**config.mk**
```make
export PLATFORM = sky130hd
export DESIGN_NAME = pcseq_ctrl
export DESIGN_NICKNAME = d
export VERILOG_FILES = /design/src/rtl/pcseq_pkg.sv /design/src/rtl/pcseq_irq_arb.sv /design/src/rtl/pcseq_rstack.sv /design/src/rtl/pcseq_ctrl.sv
export SDC_FILE = /design/constraint.sdc
export NUM_CORES = 1
export LEC_CHECK = 0
export ABC_CLOCK_PERIOD_IN_PS = 3230
export BUFFER_PORTS_ARGS = -buffer_cell sky130_fd_sc_hd__buf_2
export CORE_MARGIN = 2
export CORE_UTILIZATION = 40
export DETAILED_ROUTE_END_ITERATION = 10
export PLACE_DENSITY_LB_ADDON = 0.3
export SLEW_MARGIN = 5
export SYNTH_ARGS = -nofsm -noshare
export SYNTH_HDL_FRONTEND = slang
export SYNTH_SLANG_ARGS = --single-unit
export TNS_END_PERCENT = 50
```
**constraint.sdc**
```tcl
create_clock -name clk -period 3.23 [get_ports clk]
set_clock_uncertainty 0.2 [all_clocks]
set_input_delay 0.1615 -clock clk [delete_from_list [all_inputs] [get_ports clk]]
set_output_delay 0.1615 -clock clk [all_outputs]
set_load 0.01 [all_outputs]
```
**src/rtl/pcseq_pkg.sv**
```systemverilog
package pcseq_pkg;

  typedef enum logic [2:0] {
    OP_HOLD,
    OP_STEP,
    OP_JUMP,
    OP_CALL,
    OP_RET,
    OP_IRQ
  } pc_op_e;

  localparam int unsigned SRC_EXT = 0;
  localparam int unsigned SRC_TMR = 1;
  localparam int unsigned NUM_SRC = 2;

endpackage

```
**src/rtl/pcseq_irq_arb.sv**
```systemverilog
module pcseq_irq_arb #(
  parameter int unsigned NSRC = 2
) (
  input  logic            clk,
  input  logic            rst_n,
  input  logic [NSRC-1:0] req_i,
  input  logic [NSRC-1:0] en_i,
  input  logic            take_i,
  output logic [NSRC-1:0] pend_o,
  output logic [NSRC-1:0] grant_o,
  output logic            any_o
);

  logic [NSRC-1:0] pend_q;
  logic [NSRC-1:0] pend_d;
  logic [NSRC-1:0] elig;
  logic [NSRC-1:0] grant;

  assign elig = pend_q & en_i;

  // fixed priority: lowest index wins
  always_comb begin
    grant = '0;
    for (int i = int'(NSRC) - 1; i >= 0; i--) begin
      if (elig[i]) begin
        grant    = '0;
        grant[i] = 1'b1;
      end
    end
  end

  generate
    for (genvar g = 0; g < int'(NSRC); g++) begin : g_flag
      always_comb begin
        pend_d[g] = pend_q[g];
        if (take_i && grant[g]) pend_d[g] = 1'b0;
        if (req_i[g])           pend_d[g] = 1'b1;
      end

      always_ff @(posedge clk or negedge rst_n) begin
        if (!rst_n) begin
          pend_q[g] <= 1'b0;
        end else if (pend_d[g] != pend_q[g]) begin
          pend_q[g] <= pend_d[g];
        end
      end

      // an ungranted pending request is never dropped
      assert_pend_hold_R9: assert property (@(posedge clk) disable iff (!rst_n)
        (pend_q[g] && !(take_i && grant_o[g])) |=> pend_q[g]);
    end
  endgenerate

  assign pend_o  = pend_q;
  assign grant_o = grant;
  assign any_o   = |elig;

endmodule

```
**src/rtl/pcseq_rstack.sv**
```systemverilog
module pcseq_rstack #(
  parameter int unsigned AW    = 10,
  parameter int unsigned DEPTH = 4
) (
  input  logic          clk,
  input  logic          rst_n,
  input  logic          push_i,
  input  logic          pop_i,
  input  logic [AW-1:0] push_addr_i,
  output logic [AW-1:0] top_o,
  output logic          full_o
);

  localparam int unsigned PW = (DEPTH > 1) ? $clog2(DEPTH) : 1;
  localparam int unsigned CW = $clog2(DEPTH + 1);
  localparam logic [PW-1:0] LAST_IDX = PW'(DEPTH - 1);
  localparam logic [CW-1:0] FULL_CNT = CW'(DEPTH);

  logic [AW-1:0] slot_q [DEPTH];
  logic [PW-1:0] wp_q, wp_d;
  logic [CW-1:0] cnt_q, cnt_d;
  logic [PW-1:0] rd_idx;
  logic [PW-1:0] wp_inc;
  logic          empty;
  logic          full;
  logic          do_pop;
  logic          do_push;

  assign empty   = (cnt_q == '0);
  assign full    = (cnt_q == FULL_CNT);
  assign rd_idx  = (wp_q == '0) ? LAST_IDX : wp_q - PW'(1);
  assign wp_inc  = (wp_q == LAST_IDX) ? '0 : wp_q + PW'(1);
  assign do_pop  = pop_i && !empty;
  assign do_push = push_i && !pop_i;

  always_comb begin
    wp_d  = wp_q;
    cnt_d = cnt_q;
    if (do_pop) begin
      wp_d  = rd_idx;
      cnt_d = cnt_q - CW'(1);
    end else if (do_push) begin
      wp_d  = wp_inc;
      cnt_d = full ? cnt_q : cnt_q + CW'(1);
    end
  end

  always_ff @(posedge clk or negedge rst_n) begin
    if (!rst_n) begin
      wp_q  <= '0;
      cnt_q <= '0;
    end else if (do_pop || do_push) begin
      wp_q  <= wp_d;
      cnt_q <= cnt_d;
    end
  end

  generate
    for (genvar g = 0; g < int'(DEPTH); g++) begin : g_slot
      always_ff @(posedge clk) begin
        if (do_push && (wp_q == PW'(g))) begin
          slot_q[g] <= push_addr_i;
        end
      end
    end
  endgenerate

  assign top_o  = empty ? '0 : slot_q[rd_idx];
  assign full_o = full;

  assert_cnt_bound_R4: assert property (@(posedge clk) disable iff (!rst_n)
    cnt_q <= FULL_CNT);

  assert_wrap_stays_full_R4: assert property (@(posedge clk) disable iff (!rst_n)
    (push_i && !pop_i && full_o) |=> full_o);

  assert_empty_pop_R5: assert property (@(posedge clk) disable iff (!rst_n)
    (pop_i && empty) |=> (empty && top_o == '0));

endmodule

```
**src/rtl/pcseq_ctrl.sv**
```systemverilog
module pcseq_ctrl
  import pcseq_pkg::*;
#(
  parameter int unsigned AW      = 10,
  parameter int unsigned DEPTH   = 4,
  parameter int unsigned EXT_VEC = 'h004,
  parameter int unsigned TMR_VEC = 'h008
) (
  input  logic          clk,
  input  logic          rst_n,
  input  logic          step_i,
  input  logic          jump_i,
  input  logic [AW-1:0] jump_tgt_i,
  input  logic          call_i,
  input  logic [AW-1:0] call_tgt_i,
  input  logic          ret_i,
  input  logic          reti_i,
  input  logic          ext_req_i,
  input  logic          ext_en_i,
  input  logic          tmr_req_i,
  input  logic          tmr_en_i,
  output logic [AW-1:0] pc_o,
  output logic          ack_o
);

  localparam logic [AW-1:0] EXT_ADDR = AW'(EXT_VEC);
  localparam logic [AW-1:0] TMR_ADDR = AW'(TMR_VEC);

  logic [AW-1:0]      pc_q, pc_d;
  logic               gie_q, gie_d;
  logic               ack_q;
  pc_op_e             op;
  logic               any_ret;
  logic               take;
  logic               irq_any;
  logic [NUM_SRC-1:0] irq_req;
  logic [NUM_SRC-1:0] irq_en;
  logic [NUM_SRC-1:0] irq_pend;
  logic [NUM_SRC-1:0] irq_grant;
  logic               stk_push;
  logic               stk_pop;
  logic [AW-1:0]      stk_push_addr;
  logic [AW-1:0]      stk_top;
  logic               stk_full;
  logic [AW-1:0]      vec_addr;

  assign irq_req[SRC_EXT] = ext_req_i;
  assign irq_req[SRC_TMR] = tmr_req_i;
  assign irq_en[SRC_EXT]  = ext_en_i;
  assign irq_en[SRC_TMR]  = tmr_en_i;

  pcseq_irq_arb #(.NSRC(NUM_SRC)) u_arb (
    .clk     (clk),
    .rst_n   (rst_n),
    .req_i   (irq_req),
    .en_i    (irq_en),
    .take_i  (take),
    .pend_o  (irq_pend),
    .grant_o (irq_grant),
    .any_o   (irq_any)
  );

  assign any_ret = ret_i || reti_i;
  assign take    = gie_q && irq_any && !stk_full && !call_i && !any_ret;

  // operation select, highest priority first
  always_comb begin
    if (any_ret)     op = OP_RET;
    else if (call_i) op = OP_CALL;
    else if (take)   op = OP_IRQ;
    else if (jump_i) op = OP_JUMP;
    else if (step_i) op = OP_STEP;
    else             op = OP_HOLD;
  end

  assign vec_addr      = irq_grant[SRC_EXT] ? EXT_ADDR : TMR_ADDR;
  assign stk_push      = (op == OP_CALL) || (op == OP_IRQ);
  assign stk_pop       = (op == OP_RET);
  assign stk_push_addr = (op == OP_CALL) ? pc_q + AW'(1) : pc_q;

  pcseq_rstack #(.AW(AW), .DEPTH(DEPTH)) u_stack (
    .clk         (clk),
    .rst_n       (rst_n),
    .push_i      (stk_push),
    .pop_i       (stk_pop),
    .push_addr_i (stk_push_addr),
    .top_o       (stk_top),
    .full_o      (stk_full)
  );

  always_comb begin
    unique case (op)
      OP_STEP: pc_d = pc_q + AW'(1);
      OP_JUMP: pc_d = jump_tgt_i;
      OP_CALL: pc_d = call_tgt_i;
      OP_RET:  pc_d = stk_top;
      OP_IRQ:  pc_d = vec_addr;
      default: pc_d = pc_q;
    endcase
  end

  always_comb begin
    gie_d = gie_q;
    if (take)        gie_d = 1'b0;
    else if (reti_i) gie_d = 1'b1;
  end

  always_ff @(posedge clk or negedge rst_n) begin
    if (!rst_n) begin
      pc_q <= '0;
    end else if (op != OP_HOLD) begin
      pc_q <= pc_d;
    end
  end

  always_ff @(posedge clk or negedge rst_n) begin
    if (!rst_n) begin
      gie_q <= 1'b1;
      ack_q <= 1'b0;
    end else begin
      if (gie_d != gie_q) gie_q <= gie_d;
      ack_q <= take;
    end
  end

  assign pc_o  = pc_q;
  assign ack_o = ack_q;

  assert_ack_vector_R6: assert property (@(posedge clk) disable iff (!rst_n)
    ack_q |-> (pc_q == EXT_ADDR || pc_q == TMR_ADDR));

  assert_ack_single_R6: assert property (@(posedge clk) disable iff (!rst_n)
    ack_q |=> !ack_q);

  assert_ack_masks_R11: assert property (@(posedge clk) disable iff (!rst_n)
    ack_q |-> !gie_q);

  assert_ack_not_full_R10: assert property (@(posedge clk) disable iff (!rst_n)
    ack_q |-> !$past(stk_full));

  assert_defer_hold_R10: assert property (@(posedge clk) disable iff (!rst_n)
    (irq_pend[SRC_EXT] && stk_full && !any_ret) |=> irq_pend[SRC_EXT]);

endmodule

```
==> out/qor.yml <==
wl_met1_mm: 3.17
grt_pass1_wl_mm: 11.7
fmax_ghz: 0.344
finalSetupViolations: 0
timing.final.max_slew_violations: 0
synth.net_count: 282
min_period_ns: 2.91
cp.arrival_ns: 2.93
crit_start: "u_stack.wp_q[0]$_DFFE_PN0P_"
cts.htree.levels: 3
rsz0062_at_grt: "no"
slew_headroom_pct: 52.8
stdcell_count: 415
root_buffer: "clkbuf_8"
wire_per_inst_um: 17.7
grt_usage_pct: 18.5
cp_data_required_time_ns: 3.25
r2r-start: "u_stack.wp_q[0]$_DFFE_PN0P_"
drc: 0
dp_cells: 379
power.density_nw_per_um2: 814
met3_length_um: 438
synth_edf_count: 40
topRoutingLayerUsed: "met4"
nNetsFinal: 345
die-area_um2: 8490
fp.dieH_um: 92.1
hold_viol: 0
status: "complete, no violations"
grt_pass1_vias: 2312
ff2ff_path_depth: 8
yosysWarnings: 0
syn_avg_cell_area_um2: 12.7
finalInstanceArea_um2: 3790
dieWidth_um: 92.1
antenna_cells: 0
ff2ff_setup_slack_ns: 0.32
mostFrequentLayoutCell: "buf_2"
reg2reg_to: "pc_o[2]$_DFFE_PN0P_"
netlist_area_um2: 3110
tns_ns: 0
tritoncts: "done"
clkSlewWorstSetupHoldPaths_ns: 0.08
synth_cells: 245
routed-wl-met2_mm: 3.58
start_util_pct: 40.8
drive_above_1_share_pct: 26.8
gp_congestion: 0.833
synth_cell_types: 59
hold_ws_ns: 0.0148
start_kind: "flop"
ys_ff_latch: 59
routed_via_density: 5.46
final_cell_mix: "buf_2, edfxtp_1, nand2_1"
synthArstFlopShare_pct: 32.2
worstMarginPinSlew_ns: 0.705
initialDrtViolationCount: 189
clk_latency_ns: 0.34
total_leakage_power_uw: 0.00142
worstHoldStart: "jump_tgt_i[8]"
ir_drop_v: 0.000231
ys.flop_type: "edfxtp_1"
numCtsBuffers: 9
ant_nets: 0
wl_mm: 7.34
dpl-instance-area_um2: 3390
grt_max_degree: 20
core_um2: 7610
drtPass1Iterations: 5
overflow: 0
hold_path.class: "in2reg"
antenna_found_initial: 0
dr_total_vias: 2264
cp_max_fo: 10
row_count: 32
cts_buffer_depth: 2
ys_seq_area_share_pct: 54.0
cts_sinks: 59
areaGrowthSynthToFinish_pct: 22.0
dp.final_hpwl_mm: 4.88
post_cts_resized: 0
cap_violations: 0
period_share_pct: 90.1
io_buffers: 41
crit_end: "pc_o[2]$_DFFE_PN0P_"
num_io_pins: 42
total_power_uw: 3080
cp-end-kind: "flop"
critPathKind: "reg2reg"
metal layers:
metal  global-route usage (%)  up-vias
met5                        0        -
li1                         -     1076
met4                     8.21        0
met3                     5.18       13
met2                     30.5       76
met1                     22.8     1099
through the flow:
stage / worst slack [ns] / utilization, %
floorplan: 1.06 / -
global placement: 0.928 / 44.5
detailed placement: 0.868 / 44.5
CTS: 0.321 / 49.8
global route: 0.153 / 49.8
finish: 0.321 / 49.8
state kept, by name, indices dropped and copies added (netlist names):
signal / flops
u_stack.wp_q: 2
ack_o: 1
u_arb.pend_o: 2
u_stack.cnt_q: 3
pc_o: 10
u_stack.slot_q: 40
gie_q: 1
worst max-delay path, cell delays in order (launching register included):
cell and delay [ns]:
dfrtp_1 0.39, inv_1 0.11, ha_1 0.23, nor2b_1 0.12, buf_4 0.25, mux4_2 0.53, a221oi_1 0.28, nand3_1 0.11
dlygate4sd3_1 0.57
cell usage after synthesis (4+ instances only):
cell,count,area share [%]
a21oi_1,11,1.8
edfxtp_1,40,39
nor3_1,5,0.81
and2_1,8,1.6
nand2b_1,9,1.8
ha_1,5,2.0
xnor2_1,4,1.1
inv_1,9,1.1
a211oi_1,7,1.7
nand2_1,22,2.7
dfrtp_1,18,14
clkbuf_1,5,0.60
nor2_1,6,0.72
mux4_2,10,7.2
o21ai_1,8,1.3
xor2_1,8,2.3
a222oi_1,5,1.6
nand3_1,5,0.81
where the power goes:
group	switching, µW	internal (µW)	leakage, µW
Sequential	190	1050	0.000587
Clock	304	375	0.0000905
Combinational	604	567	0.000744
Total	1100	1990	0.00142
kinds of logic after synthesis:
| logic type | after synthesis | synth area share [%] |
|---|---|---|
| muxes | 11 | 7.57 |
| DFF | 59 | 54.0 |
| xor gates and xnor gates | 12 | 3.38 |
| and+or+nand+nor | 69 | 12.2 |
| buffers and inverters | 23 | 3.75 |
| adders and majority gates | 6 | 2.66 |
| AOI/OAI and AO/OA | 65 | 16.5 |
timing repair:
action | 4_1_cts | 5_1_grt
hold buffers | 20 | 0
setup endpoints to repair | 0 | 0
setup buffers | 0 | 0
endpoints found under the hold margin | 32 | 0
how the worst min path moves through the flow:
stage / endpoint / slack (ns) / cells after the start
after floorplan: ack_o$_DFF_PN0_ / -0.33 / 0
after detailed placement: u_stack.wp_q[1]$_DFFE_PN0P_ / -0.04 / 1
after global routing: pc_o[8]$_DFFE_PN0P_ / 0.03 / 4
final: pc_o[8]$_DFFE_PN0P_ / 0.01 / 4
after global placement: u_stack.wp_q[0]$_DFFE_PN0P_ / -0.04 / 1
after CTS: pc_o[8]$_DFFE_PN0P_ / 0.001 / 4
final cells by class:
| cell class | count | area [µm²] |
|---|---|---|
| inverters | 11 | 41.3 |
| multi-input cells | 163 | 1310 |
| repair buffers | 64 | 428 |
| well taps | 102 | 128 |
| fillers | 667 | 3820 |
| clock buffers | 10 | 138 |
| clock inverters | 6 | 65.1 |
| flip-flops and latches | 59 | 1680 |
Power figures use the tool's default switching activity.
